### src/rtl/tmr_pkg.sv
package tmr_pkg;
  localparam int unsigned OFF_CTRL     = 32'h000;
  localparam int unsigned OFF_TMR_BASE = 32'h010;
  localparam int unsigned TMR_STRIDE   = 32'h008;
  localparam int unsigned OFF_RELOAD   = 32'h000;
  localparam int unsigned OFF_VALUE    = 32'h004;
  localparam int unsigned OFF_CAUSE    = 32'h110;
  localparam int unsigned OFF_MASK     = 32'h114;
  localparam int unsigned IRQ_BIT_BASE = 1;

  function automatic int unsigned reload_off(input int unsigned idx);
    return OFF_TMR_BASE + TMR_STRIDE * idx + OFF_RELOAD;
  endfunction

  function automatic int unsigned value_off(input int unsigned idx);
    return OFF_TMR_BASE + TMR_STRIDE * idx + OFF_VALUE;
  endfunction
endpackage

### src/rtl/tmr_counter.sv
module tmr_counter #(
  parameter int CNT_W = 32
) (
  input  logic             clk_i,
  input  logic             rst_ni,
  input  logic             run_i,
  input  logic             auto_i,
  input  logic             reload_we_i,
  input  logic             value_we_i,
  input  logic [CNT_W-1:0] wdata_i,
  output logic [CNT_W-1:0] reload_o,
  output logic [CNT_W-1:0] value_o,
  output logic             expire_o
);
  logic [CNT_W-1:0] reload_q, cnt_q;
  logic             armed_q;
  logic             at_zero;

  assign at_zero  = (cnt_q == '0);
  assign expire_o = run_i && at_zero && (auto_i || armed_q);
  assign reload_o = reload_q;
  assign value_o  = cnt_q;

  always_ff @(posedge clk_i or negedge rst_ni) begin
    if (!rst_ni) begin
      reload_q <= '0;
    end else if (reload_we_i) begin
      reload_q <= wdata_i;
    end
  end

  // armed_q lets a one-shot counter fire once when it reaches zero
  always_ff @(posedge clk_i or negedge rst_ni) begin
    if (!rst_ni) begin
      cnt_q   <= '0;
      armed_q <= 1'b0;
    end else if (value_we_i) begin
      cnt_q   <= wdata_i;
      armed_q <= 1'b1;
    end else if (run_i) begin
      if (!at_zero) begin
        cnt_q   <= cnt_q - 1'b1;
        armed_q <= 1'b1;
      end else if (auto_i) begin
        cnt_q   <= reload_q;
      end else begin
        armed_q <= 1'b0;
      end
    end
  end
endmodule

### src/rtl/tmr_irq.sv
module tmr_irq #(
  parameter int DATA_W = 32,
  parameter int NSRC   = 2,
  parameter int BASE   = 1
) (
  input  logic              clk_i,
  input  logic              rst_ni,
  input  logic [NSRC-1:0]   expire_i,
  input  logic              cause_we_i,
  input  logic              mask_we_i,
  input  logic [DATA_W-1:0] wdata_i,
  output logic [DATA_W-1:0] cause_o,
  output logic [DATA_W-1:0] mask_o,
  output logic              irq_o
);
  logic [NSRC-1:0] cause_q, mask_q, wsel, keep;
  logic            irq_q;
  logic            unused_wdata;

  assign wsel         = wdata_i[BASE +: NSRC];
  assign unused_wdata = ^wdata_i;
  assign keep         = cause_we_i ? (cause_q & wsel) : cause_q;

  always_ff @(posedge clk_i or negedge rst_ni) begin
    if (!rst_ni) begin
      cause_q <= '0;
      mask_q  <= '0;
      irq_q   <= 1'b0;
    end else begin
      cause_q <= keep | expire_i;  // new expiry beats clear
      if (mask_we_i) mask_q <= wsel;
      irq_q   <= |(cause_q & mask_q);
    end
  end

  assign cause_o = DATA_W'(cause_q) << BASE;
  assign mask_o  = DATA_W'(mask_q) << BASE;
  assign irq_o   = irq_q;
endmodule

### src/rtl/twin_down_timer.sv
module twin_down_timer #(
  parameter int ADDR_W  = 9,
  parameter int DATA_W  = 32,
  parameter int CNT_W   = 32,
  parameter int NUM_TMR = 2
) (
  input  logic              clk_i,
  input  logic              rst_ni,
  input  logic [ADDR_W-1:0] addr_i,
  input  logic              we_i,
  input  logic [DATA_W-1:0] wdata_i,
  output logic [DATA_W-1:0] rdata_o,
  output logic              irq_o
);
  import tmr_pkg::*;

  localparam int CTRL_W = 2 * NUM_TMR;

  logic [31:0]        addr_w;
  logic [CTRL_W-1:0]  ctrl_q;
  logic               ctrl_we, cause_we, mask_we;
  logic [NUM_TMR-1:0] reload_we, value_we, expire_w;
  logic [CNT_W-1:0]   cnt_w    [NUM_TMR];
  logic [CNT_W-1:0]   reload_w [NUM_TMR];
  logic [DATA_W-1:0]  cause_w, mask_w;
  logic               unused_wdata;

  assign addr_w       = 32'(addr_i);
  assign ctrl_we      = we_i && (addr_w == OFF_CTRL);
  assign cause_we     = we_i && (addr_w == OFF_CAUSE);
  assign mask_we      = we_i && (addr_w == OFF_MASK);
  assign unused_wdata = ^wdata_i;

  always_ff @(posedge clk_i or negedge rst_ni) begin
    if (!rst_ni) begin
      ctrl_q <= '0;
    end else if (ctrl_we) begin
      ctrl_q <= wdata_i[CTRL_W-1:0];
    end
  end

  for (genvar t = 0; t < NUM_TMR; t++) begin : g_tmr
    assign reload_we[t] = we_i && (addr_w == reload_off(t));
    assign value_we[t]  = we_i && (addr_w == value_off(t));

    tmr_counter #(.CNT_W(CNT_W)) u_cnt (
      .clk_i      (clk_i),
      .rst_ni     (rst_ni),
      .run_i      (ctrl_q[2*t]),
      .auto_i     (ctrl_q[2*t+1]),
      .reload_we_i(reload_we[t]),
      .value_we_i (value_we[t]),
      .wdata_i    (wdata_i[CNT_W-1:0]),
      .reload_o   (reload_w[t]),
      .value_o    (cnt_w[t]),
      .expire_o   (expire_w[t])
    );
  end

  tmr_irq #(.DATA_W(DATA_W), .NSRC(NUM_TMR), .BASE(IRQ_BIT_BASE)) u_irq (
    .clk_i     (clk_i),
    .rst_ni    (rst_ni),
    .expire_i  (expire_w),
    .cause_we_i(cause_we),
    .mask_we_i (mask_we),
    .wdata_i   (wdata_i),
    .cause_o   (cause_w),
    .mask_o    (mask_w),
    .irq_o     (irq_o)
  );

  always_comb begin
    rdata_o = '0;
    if (addr_w == OFF_CTRL)  rdata_o = DATA_W'(ctrl_q);
    if (addr_w == OFF_CAUSE) rdata_o = cause_w;
    if (addr_w == OFF_MASK)  rdata_o = mask_w;
    for (int t = 0; t < NUM_TMR; t++) begin
      if (addr_w == reload_off(t)) rdata_o = DATA_W'(reload_w[t]);
      if (addr_w == value_off(t))  rdata_o = DATA_W'(cnt_w[t]);
    end
  end
endmodule

### config.mk
export PLATFORM = sky130hd
export DESIGN_NAME = twin_down_timer
export DESIGN_NICKNAME = d
export VERILOG_FILES = /design/src/rtl/tmr_pkg.sv /design/src/rtl/tmr_counter.sv /design/src/rtl/tmr_irq.sv /design/src/rtl/twin_down_timer.sv
export SDC_FILE = /design/constraint.sdc
export NUM_CORES = 1
export LEC_CHECK = 0
export BUFFER_PORTS_ARGS = -buffer_cell sky130_fd_sc_hd__buf_2
export CORE_ASPECT_RATIO = 1.5
export CORE_MARGIN = 1.5
export CORE_UTILIZATION = 45
export DETAILED_ROUTE_END_ITERATION = 6
export PLACE_DENSITY_LB_ADDON = 0.1
export SETUP_SLACK_MARGIN = 0.5
export SLEW_MARGIN = 10
export SYNTH_ARGS = -nofsm -noshare
export SYNTH_HDL_FRONTEND = slang
export SYNTH_SLANG_ARGS = --single-unit
### constraint.sdc
create_clock -name clk_i -period 2.5 [get_ports clk_i]
set_clock_uncertainty 0.05 [all_clocks]
set_input_delay 0 -clock clk_i [delete_from_list [all_inputs] [get_ports clk_i]]
set_output_delay 0 -clock clk_i [all_outputs]
set_load 0.005 [all_outputs]
Word-level counts from Yosys, hierarchy flattened
Index checks and enable logic that the tools add are counted.
{"block": "totals", "register_bits": 139, "word_cells": 72}
{"block": "classes", "add_sub_neg": 2, "eq_ne": 10, "n_mux": 24, "bitwise": 3, "reduce_logical": 23}
{"cell": "32-bit 2-to-1 mux", "n": 14}
{"cell": "32-bit zero test", "n": 3}
{"cell": "32-bit by 1-bit subtractor with 32-bit output, second input constant", "n": 2}
{"cell": "9-bit by 5-bit equality test with 1-bit output, second input constant", "n": 4}
{"cell": "9-bit equality test, second input constant", "n": 2}
{"cell": "3-bit by 2-bit inequality test with 1-bit output, second input constant", "n": 4}
{"cell": "1-bit logical AND", "n": 11}
{"cell": "1-bit 2-to-1 mux", "n": 8}
{"cell": "2-bit AND reduction", "n": 4}
{"cell": "2-bit AND", "n": 2}
{"cell": "4-bit 2-to-1 mux", "n": 1}
{"cell": "2-bit nonzero test", "n": 2}
{"cell": "1-bit logical OR", "n": 2}
{"cell": "2-bit 2-to-1 mux", "n": 1}
{"cell": "2-bit OR", "n": 1}
{"cell": "2-bit OR reduction", "n": 1}

Logic depth before layout (Yosys ltp)
{"block": "depth", "depth_word": 8, "mapped_depth": 10, "mapped_depth_nobuf": 8}

Modules after synthesis
A second synthesis with hierarchy kept.
{"block": "hier_totals", "hier_cells": 1148, "hier_area_um2": 10371.2}
{"mod": "tmr_counter at g_tmr[0].u_cnt", "instances": 1, "cells_per_inst": 418, "area_per_inst_um2": 3956.3}
{"mod": "tmr_counter at g_tmr[1].u_cnt", "instances": 1, "cells_per_inst": 395, "area_per_inst_um2": 3751.1}
{"mod": "twin_down_timer", "instances": 1, "cells_per_inst": 262, "area_per_inst_um2": 2018.2}
{"mod": "tmr_irq", "instances": 1, "cells_per_inst": 73, "area_per_inst_um2": 645.6}

Worst setup path after synthesis
No wires, ideal clock.
{"block": "synth_path", "kind": "reg-to-reg", "start": "register g_tmr[0].u_cnt.cnt_q[21]", "end": "register g_tmr[0].u_cnt.cnt_q[18]", "setup_ps": 124, "arrival_time_ps": 2417, "slack_ps": -91, "path_stages_with_launch": 9, "path_buffers": 2, "cell_sequence": "dfrtp_1 -> or4_1 -> buf_2 -> or3_1 -> buf_2 -> nor4_2 -> o21ai_0 -> and3_1 -> or2_1"}
{"block": "synth_via", "elab_chain_len": 4, "elab_cells_between_ends": 6}
{"element": "from (decl)", "line": "tmr_counter.sv:15", "rtl": "logic [CNT_W-1:0] reload_q, cnt_q;"}
{"element": "from (signal assigned)", "line": "tmr_counter.sv:38", "rtl": "cnt_q <= wdata_i;"}
{"element": "from (signal assigned)", "line": "tmr_counter.sv:42", "rtl": "cnt_q <= cnt_q - 1'b1;"}
{"element": "from (signal assigned)", "line": "tmr_counter.sv:45", "rtl": "cnt_q <= reload_q;"}
{"element": "32-bit zero test (*)", "line": "tmr_counter.sv:19", "rtl": "assign at_zero = (cnt_q == '0);"}
{"element": "32-bit 2-to-1 mux", "line": "tmr_counter.sv:41", "rtl": "if (!at_zero) begin"}
{"element": "32-bit 2-to-1 mux", "line": "tmr_counter.sv:40", "rtl": "end else if (run_i) begin"}
{"element": "32-bit 2-to-1 mux", "line": "tmr_counter.sv:37", "rtl": "end else if (value_we_i) begin"}
Mark *: on every way between the ends. The rest lies on a longest branch, timed or not. The select of a mux whose other input is x is not followed.
A chain may end at the register's enable or synchronous reset.

Final worst setup path
{"block": "layout_path", "start": "register g_tmr[0].u_cnt.cnt_q[18]", "end": "register g_tmr[0].u_cnt.cnt_q[31]"}
{"block": "layout_via", "elab_chain_len": 4, "elab_cells_between_ends": 7}
{"element": "32-bit by 1-bit subtractor with 32-bit output or 32-bit zero test (tied branches)", "line": "tmr_counter.sv:42, tmr_counter.sv:19"}
{"element": "32-bit 2-to-1 mux", "line": "tmr_counter.sv:41"}
{"element": "32-bit 2-to-1 mux", "line": "tmr_counter.sv:40"}
{"element": "32-bit 2-to-1 mux", "line": "tmr_counter.sv:37"}
Several ways; a longest one is shown, not always the timed one. The select of a mux whose other input is x is not followed.

==> results.toml <==
[outcome]
status = "finished, violations left"
violations = "DRC, setup timing"

[layout]
post-route-cell-area_um2 = 12800
area_growth_syn_to_layout_pct = 46.2
fillers = 1551
sequential_cell_area_um2 = 3480
layout_common_cells = "138 x dfrtp_1, 136 x buf_4, 99 x nor2_1"
mostFrequentLayoutCell = "dfrtp_1"
nets = 1280
drive_gt1_share_pct = 42.4
multi_input_area_um2 = 5800
antennaDiodeCount = 0

[floorplan]
floorplan.core_area_um2 = 19100
die_footprint_um2 = 20300
top_level_ports = 77
floorplan.rows = 62
chipWidth_um = 117
initial_utilization_pct = 45.9
die_height_um = 174

[synthesis]
synthesis.yosys.warnings = 0
number_of_nets_produced_by_synthesis = 1031
synth-seq-cells = 139
syn-instance-count = 984
synth_top_area_share_pct = 39.7
synth_unique_cells = 71
syn_area_per_cell_um2 = 8.90
syn-cell-area_um2 = 8760
synth_top_cell_by_area = "dfrtp_1"
synth_area_leaders = "dfrtp_1 40%, mux2_2 9.8%, nor2_1 4.9%"
synth_top_flop_cell = "dfrtp_1"
post_synth_edffs = 0
postSynth.asyncResetShare_pct = 100
synth_seq_area_share_pct = 39.7

[setup_path]
timing.critical_path.fanout_max = 8
crit_buf_inv = 4
timing.critical_path.depth = 10
critical_path.startpoint_type = "register"
reg2regPathDepth = 10
worstSetupEndpointType = "register"
timing.critical_path.cells = "nor4_2, buf_4, or4b_4, buf_6, nor3_4, buf_4, buf_6, a211oi_2, a22oi_1, o31ai_1"
worst_stage_delay_on_the_critical_path_ns = 0.45
cp.required_ns = 2.75
cp_top_delay_family = "simple AND/OR/NAND/NOR gates"
endpoint_arrival_time_on_the_critical_path_ns = 2.86
critical_path_slowest_stage_cell = "or4b_4"
timing_worst_setup_path_type = "reg -> reg"

[timing]
timing.final.crit_period_ns = 2.61
worstMarginPinSlew_ns = 0.717
slew_violations = 0
count_of_endpoints_failing_setup_in_the_final_report = 22
slew_headroom_pct = 52.2
worst_slack_ns = -0.108
setup_total_negative_slack_ns = -0.982
grt_setup_unrepaired = "true"
timing_hold_violations_final = 0
fmax_mhz = 383
period_share_pct = 104

[clock_network]
clk-insertion-delay-late_ns = 0.43
cts_max_path_buffers = 2
htree_num_levels = 4
clkSlewWorstSetupHoldPaths_ns = 0.06
numCtsBuffers = 17
clock_sink_count = 139
ctsRootBufferMaster = "clkbuf_16"
tritoncts = "yes"

[job]
maxCapViolations = 0

[route]
dr.first_iter.drc_count = 1019
met3_wirelength_mm = 2.49
drt_first_pass_iters = 7
route.layer.met1.wl_mm = 14.2
routed_wirelength_mm = 35.3
topRoutingLayerUsed = "met4"
avgRoutedWirePerCell_um = 23.5
number_of_vias_per_cell = 6.45
vias = 9671
drt_drc_violations_left = 4
route.antenna.remaining_nets = 0
met2_routed_wl_mm = 16.7

[pwr]
worst_ir_drop_vdd_mv = 0.466
power_leakage_nw = 5.63
power_density_nw_per_um2 = 531
overall_power_after_layout_mw = 6.80

[placed_design]
port_buffers = 76
post-dp-hpwl_mm = 24.3
dpl-instance-area_um2 = 10600
place.gp.congestion = 0.944

[global_routing]
gr-usage-all-layers_pct = 34.7
grt_max_degree = 68
globalRouteOverflowTotal = 0
antenna_found_initial = 0
first_global_vias = 9290
wire_length_of_the_first_global_routing_pass_mm = 53.2

[min_path]
number_of_stages_on_the_worst_hold_path = 4
worst_hold_path_type = "in -> reg"
-- worst min-delay path, cell delays in order --
cell and delay [ns]:
buf_2 0.16, nand4_1 0.16, o21ai_0 0.12, o21ai_2 0.07
-- synthesized netlist by cell type, drive strengths merged (8+ instances only) --
cell type	n
a21oi	75
a222oi	30
a22oi	12
a311oi	8
a31oi	25
and3	18
buf	24
clkbuf	48
dfrtp	139
inv	17
mux2	76
nand2	75
nand3	33
nand4	12
nor2	114
nor3	35
nor4	28
o211ai	10
o21ai	62
or3	17
or4	13
-- metal layers --
layer	GRT usage [%]	vias to the layer above
met4	18.2	0
li1	-	4293
met3	5.91	116
met2	53.5	472
met1	46.3	4790
met5	0	-
-- where the power goes --
| group | leakage [nW] | switching [mW] | internal [mW] | total [mW] |
|---|---|---|---|---|
| logic | 3.55 | 0.909 | 0.761 | 1.67 |
| registers | 1.80 | 0.187 | 2.42 | 2.61 |
| clock network | 0.278 | 0.989 | 1.53 | 2.52 |
-- final timing paths --
| path | endpoint | slack [ns] | startpoint |
|---|---|---|---|
| worst max register to register | g_tmr[0].u_cnt.value_o[31] | -0.11 | g_tmr[0].u_cnt.value_o[18] |
| worst min register to register | u_irq.irq_o | 0.47 | u_irq.mask_q[0] |
| worst max-delay path | g_tmr[0].u_cnt.value_o[31] | -0.11 | g_tmr[0].u_cnt.value_o[18] |
| max in group asynchronous | g_tmr[0].u_cnt.reload_o[26] | 1.57 | rst_ni |
| min in group asynchronous | g_tmr[0].u_cnt.reload_o[14] | 0.10 | rst_ni |
| worst min-delay path | u_irq.cause_q[0] | 0.07 | addr_i[8] |
-- cell type report --
class	instances	share of cell area, %
clock buffer	22	3.70
clock inverter	8	0.743
inverter	17	0.498
multi-input combinational	756	45.3
sequential	139	27.2
tap	256	2.50
timing repair buffer	302	20.1
-- sequential cells by signal (all words and copies together), names as in the netlist --
signal	flops
g_tmr.u_cnt.reload_o	64
g_tmr.u_cnt.value_o	64
u_irq.cause_q	2
g_tmr.u_cnt.armed_q	2
ctrl_q	4
u_irq.mask_q	2
u_irq.irq_o	1
-- cells by family after synthesis --
logic type      Yosys count  synth area share [%]
simple gates            370                  21.5
buf+inv                  89                  4.17
mux                      82                  10.5
flops                   139                  39.7
fa+ha+maj                 3                 0.429
xor+xnor                 11                  1.10
compound gates          290                  22.7
-- metrics by stage --
step	hold slack [ns]	util, %	setup slack, ns	instances
after CTS	0.0343	63.8	0.00598	1475
after global placement	0.00485	55.7	-0.0301	1381
after detailed placement	0.00126	55.7	-0.0451	1381
final	0.0659	67.1	-0.108	1500
after floorplan	-0.346	-	-0.0412	984
after global routing	0.120	67.1	-0.204	1500
-- what timing repair did --
action | 4_1_cts | 5_1_grt
cloned | 6 | 0
resized for setup | 75 | 100
hold buffers | 34 | 0
hold endpoints to repair | 195 | 0
endpoints found under the setup margin | 68 | 97
setup buffers | 24 | 25
pin swaps | 35 | 53
No activity file was read; power rests on OpenSTA's default activity.
